`src/rtl/mc_pkg.sv`:
```
package mc_pkg;

    localparam int XLEN    = 32;
    localparam int REG_CNT = 32;

    typedef enum logic [2:0] {
        ST_FETCH,
        ST_DECODE,
        ST_EXEC,
        ST_MEM,
        ST_WB
    } step_e;

    typedef enum logic [2:0] {
        K_NONE,
        K_LOAD,
        K_STORE,
        K_REGREG,
        K_REGIMM,
        K_BRZ
    } kind_e;

    typedef enum logic [2:0] {
        F_ADD,
        F_SUB,
        F_AND,
        F_OR,
        F_XOR,
        F_SLT
    } fn_e;

    // opcode field, bits 31:26
    localparam logic [5:0] OPC_REG  = 6'h00;
    localparam logic [5:0] OPC_ADDI = 6'h01;
    localparam logic [5:0] OPC_SLTI = 6'h02;
    localparam logic [5:0] OPC_ANDI = 6'h03;
    localparam logic [5:0] OPC_ORI  = 6'h04;
    localparam logic [5:0] OPC_XORI = 6'h05;
    localparam logic [5:0] OPC_LOAD = 6'h10;
    localparam logic [5:0] OPC_STOR = 6'h11;
    localparam logic [5:0] OPC_BRZ  = 6'h12;

    // function field, bits 5:0, for OPC_REG
    localparam logic [5:0] FN_ADD = 6'h00;
    localparam logic [5:0] FN_SUB = 6'h01;
    localparam logic [5:0] FN_AND = 6'h02;
    localparam logic [5:0] FN_OR  = 6'h03;
    localparam logic [5:0] FN_XOR = 6'h04;
    localparam logic [5:0] FN_SLT = 6'h05;

    typedef struct packed {
        kind_e      kind;
        fn_e        fn;
        logic [4:0] src_a;
        logic [4:0] src_b;
        logic [4:0] dest;
        logic       wb;
    } dec_t;

endpackage

```
`src/rtl/mc_decode.sv`:
```
module mc_decode
    import mc_pkg::*;
(
    input  logic [XLEN-1:0] instr,
    output dec_t            dec
);

    logic [5:0] opc;
    logic [5:0] fcode;

    assign opc   = instr[31:26];
    assign fcode = instr[5:0];

    always_comb begin
        dec.src_a = instr[25:21];
        dec.src_b = instr[20:16];
        dec.dest  = instr[20:16];
        dec.kind  = K_NONE;
        dec.fn    = F_ADD;
        dec.wb    = 1'b0;
        unique case (opc)
            OPC_REG: begin
                dec.dest = instr[15:11];
                dec.kind = K_REGREG;
                dec.wb   = 1'b1;
                unique case (fcode)
                    FN_ADD:  dec.fn = F_ADD;
                    FN_SUB:  dec.fn = F_SUB;
                    FN_AND:  dec.fn = F_AND;
                    FN_OR:   dec.fn = F_OR;
                    FN_XOR:  dec.fn = F_XOR;
                    FN_SLT:  dec.fn = F_SLT;
                    default: begin
                        dec.kind = K_NONE;
                        dec.wb   = 1'b0;
                    end
                endcase
            end
            OPC_ADDI: begin dec.kind = K_REGIMM; dec.fn = F_ADD; dec.wb = 1'b1; end
            OPC_SLTI: begin dec.kind = K_REGIMM; dec.fn = F_SLT; dec.wb = 1'b1; end
            OPC_ANDI: begin dec.kind = K_REGIMM; dec.fn = F_AND; dec.wb = 1'b1; end
            OPC_ORI:  begin dec.kind = K_REGIMM; dec.fn = F_OR;  dec.wb = 1'b1; end
            OPC_XORI: begin dec.kind = K_REGIMM; dec.fn = F_XOR; dec.wb = 1'b1; end
            OPC_LOAD: begin dec.kind = K_LOAD;   dec.wb = 1'b1; end
            OPC_STOR: dec.kind = K_STORE;
            OPC_BRZ:  dec.kind = K_BRZ;
            default:  dec.kind = K_NONE;
        endcase
    end

endmodule

```
`src/rtl/mc_alu.sv`:
```
module mc_alu
    import mc_pkg::*;
#(
    parameter int W = XLEN
) (
    input  fn_e          fn,
    input  logic [W-1:0] opx,
    input  logic [W-1:0] opy,
    output logic [W-1:0] res
);

    always_comb begin
        unique case (fn)
            F_ADD:   res = opx + opy;
            F_SUB:   res = opx - opy;
            F_AND:   res = opx & opy;
            F_OR:    res = opx | opy;
            F_XOR:   res = opx ^ opy;
            F_SLT:   res = {{(W-1){1'b0}}, ($signed(opx) < $signed(opy))};
            default: res = opx + opy;
        endcase
    end

endmodule

```
`src/rtl/mc_regfile.sv`:
```
module mc_regfile
    import mc_pkg::*;
#(
    parameter int W = XLEN,
    parameter int N = REG_CNT
) (
    input  logic                 clk,
    input  logic                 rst,
    input  logic [$clog2(N)-1:0] rsel_a,
    input  logic [$clog2(N)-1:0] rsel_b,
    output logic [W-1:0]         rval_a,
    output logic [W-1:0]         rval_b,
    input  logic                 wen,
    input  logic [$clog2(N)-1:0] wsel,
    input  logic [W-1:0]         wval
);

    localparam int AW = $clog2(N);

    logic [W-1:0] cells [N];

    // entry 0 is a constant zero; the rest are writable cells
    assign cells[0] = '0;

    for (genvar g = 1; g < N; g++) begin : g_cell
        always_ff @(posedge clk) begin
            if (rst) begin
                cells[g] <= '0;
            end else if (wen && (wsel == AW'(g))) begin
                cells[g] <= wval;
            end
        end
    end

    assign rval_a = cells[rsel_a];
    assign rval_b = cells[rsel_b];

endmodule

```
`src/rtl/mc_seq.sv`:
```
module mc_seq
    import mc_pkg::*;
(
    input  logic  clk,
    input  logic  rst,
    input  logic  wb_need,
    output step_e step,
    output logic  en_fetch,
    output logic  en_decode,
    output logic  en_exec,
    output logic  en_mem,
    output logic  en_wb
);

    step_e step_q;
    step_e step_d;

    always_comb begin
        step_d = step_q;
        unique case (step_q)
            ST_FETCH:  step_d = ST_DECODE;
            ST_DECODE: step_d = ST_EXEC;
            ST_EXEC:   step_d = ST_MEM;
            ST_MEM:    step_d = wb_need ? ST_WB : ST_FETCH;
            ST_WB:     step_d = ST_FETCH;
            default:   step_d = ST_FETCH;
        endcase
    end

    always_ff @(posedge clk) begin
        if (rst) step_q <= ST_FETCH;
        else     step_q <= step_d;
    end

    always_comb begin
        en_fetch  = 1'b0;
        en_decode = 1'b0;
        en_exec   = 1'b0;
        en_mem    = 1'b0;
        en_wb     = 1'b0;
        unique case (step_q)
            ST_FETCH:  en_fetch  = 1'b1;
            ST_DECODE: en_decode = 1'b1;
            ST_EXEC:   en_exec   = 1'b1;
            ST_MEM:    en_mem    = 1'b1;
            ST_WB:     en_wb     = 1'b1;
            default:   en_fetch  = 1'b0;
        endcase
    end

    assign step = step_q;


    reset_to_fetch_chk: assert property (@(posedge clk) disable iff (rst)
        $past(rst) |-> (step_q == ST_FETCH));


    short_instr_chk: assert property (@(posedge clk) disable iff (rst)
        (step_q == ST_MEM && !wb_need) |=> (step_q == ST_FETCH));


    wb_ends_chk: assert property (@(posedge clk) disable iff (rst)
        (step_q == ST_WB) |=> (step_q == ST_FETCH));

endmodule

```
`src/rtl/mc_core.sv`:
```
module mc_core
    import mc_pkg::*;
#(
    parameter int NREG = REG_CNT
) (
    input  logic            clk,
    input  logic            rst,
    output logic [XLEN-1:0] imem_addr,
    input  logic [XLEN-1:0] imem_rdata,
    output logic [XLEN-1:0] dmem_addr,
    output logic [XLEN-1:0] dmem_wdata,
    output logic            dmem_we,
    input  logic [XLEN-1:0] dmem_rdata
);

    localparam int RAW = $clog2(NREG);
    localparam logic [XLEN-1:0] STEP4 = XLEN'(4);

    step_e step;
    logic  en_fetch, en_decode, en_exec, en_mem, en_wb;

    logic [XLEN-1:0] pc_q, npc_q, ir_q, a_q, b_q, imm_q, alu_q, lmd_q;
    logic            cond_q;

    dec_t            dec;
    logic [XLEN-1:0] rf_a, rf_b, rf_wval;
    logic [XLEN-1:0] alu_x, alu_y, alu_res;
    logic [XLEN-1:0] imm_ext;

    mc_seq u_seq (
        .clk       (clk),
        .rst       (rst),
        .wb_need   (dec.wb),
        .step      (step),
        .en_fetch  (en_fetch),
        .en_decode (en_decode),
        .en_exec   (en_exec),
        .en_mem    (en_mem),
        .en_wb     (en_wb)
    );

    mc_decode u_dec (
        .instr (ir_q),
        .dec   (dec)
    );

    mc_regfile #(.W(XLEN), .N(NREG)) u_rf (
        .clk    (clk),
        .rst    (rst),
        .rsel_a (RAW'(dec.src_a)),
        .rsel_b (RAW'(dec.src_b)),
        .rval_a (rf_a),
        .rval_b (rf_b),
        .wen    (en_wb),
        .wsel   (RAW'(dec.dest)),
        .wval   (rf_wval)
    );

    // operand selection for the execute step
    always_comb begin
        alu_x = a_q;
        alu_y = imm_q;
        unique case (dec.kind)
            K_REGREG: alu_y = b_q;
            K_BRZ: begin
                alu_x = npc_q;
                alu_y = imm_q << 2;
            end
            default: alu_y = imm_q;
        endcase
    end

    mc_alu #(.W(XLEN)) u_alu (
        .fn  (dec.fn),
        .opx (alu_x),
        .opy (alu_y),
        .res (alu_res)
    );

    assign imm_ext = {{(XLEN-16){ir_q[15]}}, ir_q[15:0]};
    assign rf_wval = (dec.kind == K_LOAD) ? lmd_q : alu_q;

    always_ff @(posedge clk) begin
        if (rst) begin
            pc_q   <= '0;
            npc_q  <= '0;
            ir_q   <= '0;
            a_q    <= '0;
            b_q    <= '0;
            imm_q  <= '0;
            alu_q  <= '0;
            lmd_q  <= '0;
            cond_q <= 1'b0;
        end else begin
            if (en_fetch) begin
                ir_q  <= imem_rdata;
                npc_q <= pc_q + STEP4;
            end
            if (en_decode) begin
                a_q   <= rf_a;
                b_q   <= rf_b;
                imm_q <= imm_ext;
            end
            if (en_exec) begin
                alu_q  <= alu_res;
                cond_q <= (a_q == '0);
            end
            if (en_mem) begin
                pc_q <= (dec.kind == K_BRZ && cond_q) ? alu_q : npc_q;
                if (dec.kind == K_LOAD) lmd_q <= dmem_rdata;
            end
        end
    end

    assign imem_addr  = pc_q;
    assign dmem_addr  = alu_q;
    assign dmem_wdata = b_q;
    assign dmem_we    = en_mem && (dec.kind == K_STORE);


    pc_hold_chk: assert property (@(posedge clk) disable iff (rst)
        (step != ST_MEM) |=> $stable(pc_q));


    branch_take_chk: assert property (@(posedge clk) disable iff (rst)
        (step == ST_MEM && dec.kind == K_BRZ && cond_q) |=> (pc_q == $past(alu_q)));


    store_pulse_chk: assert property (@(posedge clk) disable iff (rst)
        dmem_we |=> !dmem_we);


    reset_pc_chk: assert property (@(posedge clk)
        rst |=> (pc_q == '0));

endmodule

```
`config.mk`:
```
export PLATFORM = sky130hd
export DESIGN_NAME = mc_core
export DESIGN_NICKNAME = d
export VERILOG_FILES = /design/src/rtl/mc_pkg.sv /design/src/rtl/mc_decode.sv /design/src/rtl/mc_alu.sv /design/src/rtl/mc_regfile.sv /design/src/rtl/mc_seq.sv /design/src/rtl/mc_core.sv
export SDC_FILE = /design/constraint.sdc
export NUM_CORES = 2
export LEC_CHECK = 0
export BUFFER_PORTS_ARGS = -buffer_cell sky130_fd_sc_hd__buf_2
export CORE_MARGIN = 5
export CORE_UTILIZATION = 30
export CTS_BUF_LIST = sky130_fd_sc_hd__clkbuf_16
export DETAILED_ROUTE_END_ITERATION = 12
export GPL_TIMING_DRIVEN = 0
export SETUP_SLACK_MARGIN = 0.4
export SLEW_MARGIN = 20
export SYNTH_ARGS = -nofsm -noshare
export SYNTH_HDL_FRONTEND = slang
export SYNTH_SLANG_ARGS = --single-unit
```
`constraint.sdc`:
```
create_clock -name clk -period 9.4 [get_ports clk]
set_input_delay 0.94 -clock clk [delete_from_list [all_inputs] [get_ports clk]]
set_output_delay 0.94 -clock clk [all_outputs]
set_load 0.03 [all_outputs]
```
## Yosys cells after proc, flatten, opt, wreduce, memory -nomap -nowiden

Index checks and enable logic that the tools add are counted.

- Flip-flop bits (word level): 1236

- Equal/unequal tests: 57
- Reductions and logical operators: 41
- Magnitude comparators: 3
- Bitwise logic cells: 5
- Mux-type cells: 25
- Add/subtract/negate cells: 3

Operators by type and width:

| operator | count |
|---|---|
| $bmux W32 S5 | 2 |
| $mux W32 | 7 |
| $pmux W32 S5 | 1 |
| $eq A5 B5 Y1 const B | 16 |
| $pmux W32 S2 | 1 |
| $pmux W3 S5 | 3 |
| $eq A5 B4 Y1 const B | 8 |
| $logic_and A1 B1 Y1 | 33 |
| $add A32 B3 Y32 const B | 1 |
| $add A32 B32 Y32 | 1 |
| $and A32 B32 Y32 | 1 |
| $logic_not A32 Y1 | 1 |
| $lt A32 B32 Y1 | 1 |
| $or A32 B32 Y32 | 1 |
| $sub A32 B32 Y32 | 1 |
| $xor A32 B32 Y32 | 1 |
| $eq A6 B2 Y1 const B | 4 |
| $eq A6 B3 Y1 const B | 4 |
| $eq A5 B3 Y1 const B | 4 |
| $eq A3 B2 Y1 const B | 6 |
| $eq A6 B5 Y1 const B | 3 |
| $eq A3 B3 Y1 const B | 4 |
| $eq A6 B1 Y1 const B | 2 |
| $ge A6 B6 Y1 const B | 2 |
| other kinds (15) | 26 |

## Logic depth before layout (Yosys ltp)

- Depth after elaboration: 8
- Gate-level depth with buffers: 21
- Gate-level depth less buffers: 17

## Cells and area by module

A second synthesis with hierarchy kept.

- Cells, all modules: 8680
- Area, all modules: 68001.5 um^2

Modules (own cells, without submodules):

| module | instances | sequential area each (um^2) | area an instance (um^2) | cells an instance |
|---|---|---|---|---|
| mc_regfile | 1 | 19859.0 | 51292.9 | 6580 |
| mc_core | 1 | 4824.6 | 10550.1 | 1171 |
| mc_alu | 1 | 0.0 | 5629.1 | 863 |
| mc_decode | 1 | 0.0 | 405.4 | 54 |
| mc_seq | 1 | 60.1 | 123.9 | 12 |

## Least setup slack after synthesis

No wires, ideal clock.

- Path kind: reg2reg
- Start point: reg ir_q[30]
- End point: reg alu_q[30] (netlist: dmem_addr[30])
- Data arrival time: 4.542 ns
- Setup slack: 4.778 ns
- Library setup time: 0.079 ns
- Stages on the path, launching flop included: 21
- Period minus slack after synthesis: 4.622 ns
- Buffers on the path: 4
- Path through: dfxtp_1 buf_2 nor3_1 and4_1 clkbuf_1 clkbuf_1 clkbuf_1 nand2_1 o21ai_0 ha_1 inv_1 fa_1 nand2b_1 a211o_1 o21ai_0 nor4b_1 nor2_1 o21ai_1 a41oi_1 a22o_1 a22oi_1

- Longest elaborated chain between the ends: 7

RTL lines:

| what | RTL line | text |
|---|---|---|
| from (decl) | mc_core.sv:22 | `logic [XLEN-1:0] pc_q, npc_q, ir_q, a_q, b_q, imm_q, alu_q, lmd_q;` |
| from (signal assigned) | mc_core.sv:96 | `ir_q <= imem_rdata;` |
| $eq A6 B1 Y1 (tied with other cells) | mc_decode.sv:21 | `unique case (opc)` |
| $reduce_or A5 Y1 (no source line) | n/a |  |
| $pmux W3 S5 | mc_decode.sv:21 |  |
| $eq A3 B3 Y1 or $eq A3 B2 Y1 (tied branches) | mc_core.sv:63 | `unique case (dec.kind)` |
| $pmux W32 S2 or $mux W32 (tied branches) | mc_core.sv:63 |  |
| $add A32 B32 Y32 (tied with other cells) | mc_alu.sv:14, mc_alu.sv:20 |  |
| $pmux W32 S5 * | mc_alu.sv:13 | `unique case (fn)` |
| to (signal assigned) | mc_core.sv:105 | `alu_q <= alu_res;` |
| to (decl) | mc_core.sv:22 |  |

Every way passes the cells marked *; elsewhere a longest branch is shown, timed or not.
A chain may end at the register's enable or synchronous reset.

## Worst setup path in the final report

- Start point: reg ir_q[30]
- End point: reg alu_q[26] (netlist: dmem_addr[26])

Same word-level chain as after synthesis.

==> results.yml <==
cts:
  numCtsBuffers: 137
  clk_pin_slew_worst_paths_ps: 70
  cts_setup_buffers: 0
  clockBufferDepth: 3
  clkLatencyLatePin_ps: 820
  hold_buffers: 0
  cts_resized: 0
  clock_sinks: 1236
  root_buffer: "clkbuf_16"
  htreeDepth: 4
  cts_tree: "built"
synthesis:
  ys_seq_area_share_pct: 38.4
  synth_seq_cells: 1236
  async_flop_share_pct: 0
  synth_flop_cell: "dfxtp_1"
  synthesis.nets: 6727
  ys_types: 84
  avgSynthCellArea_um2: 9.83
  synth_edf_count: 0
  syn-instance-count: 6562
  syn-cell-area_um2: 64500
  ys.warnings.count: 0
timing:
  tns_ps: 0
  max_slew_margin_pct: 13.5
  layout_setup_ws_ps: 2580
  rsz0062_at_grt: "no"
  setup_viol: 0
  worst_clock_skew_ps: 47.5
  tightestPinTransition_ps: 1260
  fmax_ghz: 0.147
  hold_violations: 0
  period_needed_ps: 6820
  final-max-slew-violation-count: 0
  post-route-period-util_pct: 72.5
finish:
  layout_commonest_cell: "nor2_1"
  drive_above_1_share_pct: 17.4
  layout_common_cells: "1,284 x nor2_1, 1,236 x dfxtp_1, 1,036 x a211oi_1, 576 x mux4_2, 504 x clkbuf_1"
  postLayoutCoreUtil_pct: 34.3
  fin_nets: 7035
  area_delta_synth_final_pct: 13.9
  layout.cells.non_filler: 9823
status:
  status: "complete, no violations"
setup_path:
  cp-start-kind: "flop"
  arrival_ps: 7510
  rr_worst_depth: 20
  worstPathMaxFanout: 10
  reg2reg_slack_ps: 2580
  timing.rr.end: "dmem_addr[26]"
  crit_required_ps: 10100
  r2r_start: "ir_q[30]"
  crit_type: "reg -> reg"
  worstSetupEndpointType: "flop"
placed_design:
  dpl.cell_count: 9569
  dp_hpwl_mm: 233
  pre_cts_ws_ps: 2800
  numPortBuffers: 162
  routabilityCongestion: 1.06
pwr:
  p_per_area_nw_per_um2: 170
  vdd_drop_max_v: 0.000182
  p_total_mw: 12.5
  p_leak_nw: 23.2
detailed_routing:
  first_pass_iters: 8
  vias: 59540
  wl_per_cell_um: 30.5
  ant_nets: 0
  post_drt_via_cell_ratio: 6.06
  totalWireLength_mm: 300
  drc_errors: 0
  drt_first_iter_violations: 8490
floorplanning:
  dieWidth_um: 474
  start_util_pct: 30.1
  num_rows: 170
  design.core.area_um2: 214000
  dieHeight_um: 474
  die-area_um2: 224000
  ioPinCount: 163
global_routing:
  track_usage_pct: 25.7
  grt_pass1_vias: 56377
  grt_max_degree: 17
  grt_pass1_wl_mm: 419
  grt_overflow: 0
  antenna_found_initial: 17
worst_hold_path:
  hold_depth: 3
  hold_end: "ir_q[26]"
  min_from: "imem_rdata[26]"
  holdCritPathClass: "in -> reg"
job:
  drv_cap: 0
stage by stage:
stage / instance area (µm²) / hold WS (ps)
after CTS: 73400 / 384
final: 73500 / 413
after global routing: 73400 / 398
after detailed placement: 69000 / 446
after floorplan: 64500 / 432
after global placement: 68800 / 443
worst max path at each step:
| stage | cells past startpoint | slack [ps] | endpoint | startpoint |
|---|---|---|---|---|
| floorplan | 20 | 4780 | dmem_addr[30] | ir_q[30] |
| global placement | 20 | 2740 | dmem_addr[26] | ir_q[30] |
| detailed placement | 20 | 2800 | dmem_addr[26] | ir_q[30] |
| CTS | 20 | 2770 | dmem_addr[26] | ir_q[30] |
| global route | 20 | 2180 | dmem_addr[26] | ir_q[30] |
| finish | 20 | 2580 | dmem_addr[26] | ir_q[30] |
cells by family after synthesis:
group,share of synthesized area [%]
and+or+nand+nor,12.5
AOI/OAI and AO/OA,18.8
DFF,38.4
buffers and inverters,5.00
muxes,22.9
adders and majority gates,1.94
xor gates and xnor gates,0.489
synth_stat cells, drive strengths merged (12+ instances only):
master  count  area [µm²]
a21o       26         195
nor2b      12        75.1
nor4       20         125
ha         97        1210
o221ai     12         105
nand2     384        1450
xor2       21         184
and2       19         119
nand3      63         315
a221o      19         190
o21bai     23         173
a31oi      17         136
mux2       68         766
buf       197         891
nor3       37         196
mux2i     103        1030
nand4      17         106
a21oi     245        1240
nor2     1315        5100
and3       16         100
a311oi     41         359
or3        16         100
nand2b     15        93.8
a211oi   1036        7780
xnor2      15         131
o21ai      68         340
o31ai      13        97.6
a22oi      12        90.1
dfxtp    1236       24700
a22o       65         569
clkbuf    523        1960
inv        99         372
mux4      576       13000
registers in the layout (all words and copies together), names as in the netlist:
signal,flops
imem_addr,32
imm_q,16
lmd_q,32
cond_q,1
ir_q,32
dmem_wdata,32
dmem_addr,32
a_q,32
u_seq.step,3
npc_q,32
u_rf.cells,992
area by class of cell:
cell class	instances	area [µm²]
antenna	10	25.0
buffer	720	2900
clock buffer	138	3450
clock inverter	106	921
fill	21551	141000
inverter	99	372
multi-input combinational	4507	36600
sequential	1236	24700
tap	2838	3550
timing repair buffer	169	897
critical path, stage by stage (launching register included):
cell and delay [ps]:
dfxtp_1 290, buf_2 170, nor3_1 410, and4_1 350
clkbuf_1 370, clkbuf_1 340, clkbuf_1 560, nand2_1 110
o21ai_0 170, ha_1 330, inv_1 90, fa_1 450
nand2b_1 200, a211o_1 350, o21ai_0 490, nor4b_1 720
nor2_1 300, o21ai_1 330, xor2_1 330, nor2_1 80
o41ai_1 250
layer usage:
metal / vias up / wire length, µm / GRT usage (%)
li1: 25190 / - / -
met1: 29545 / 112000 / 32.2
met2: 3911 / 128000 / 38.2
met3: 890 / 36000 / 8.13
met4: 4 / 23800 / 16.6
met5: - / 23 / 0
power breakdown:
part / switching [mW] / internal, mW / leakage (nW)
Combinational: 1.23 / 0.433 / 11.0
Clock: 2.46 / 2.95 / 2.23
Sequential: 0.0987 / 5.29 / 9.97
Total: 3.79 / 8.67 / 23.2
Power figures use the tool's default switching activity.
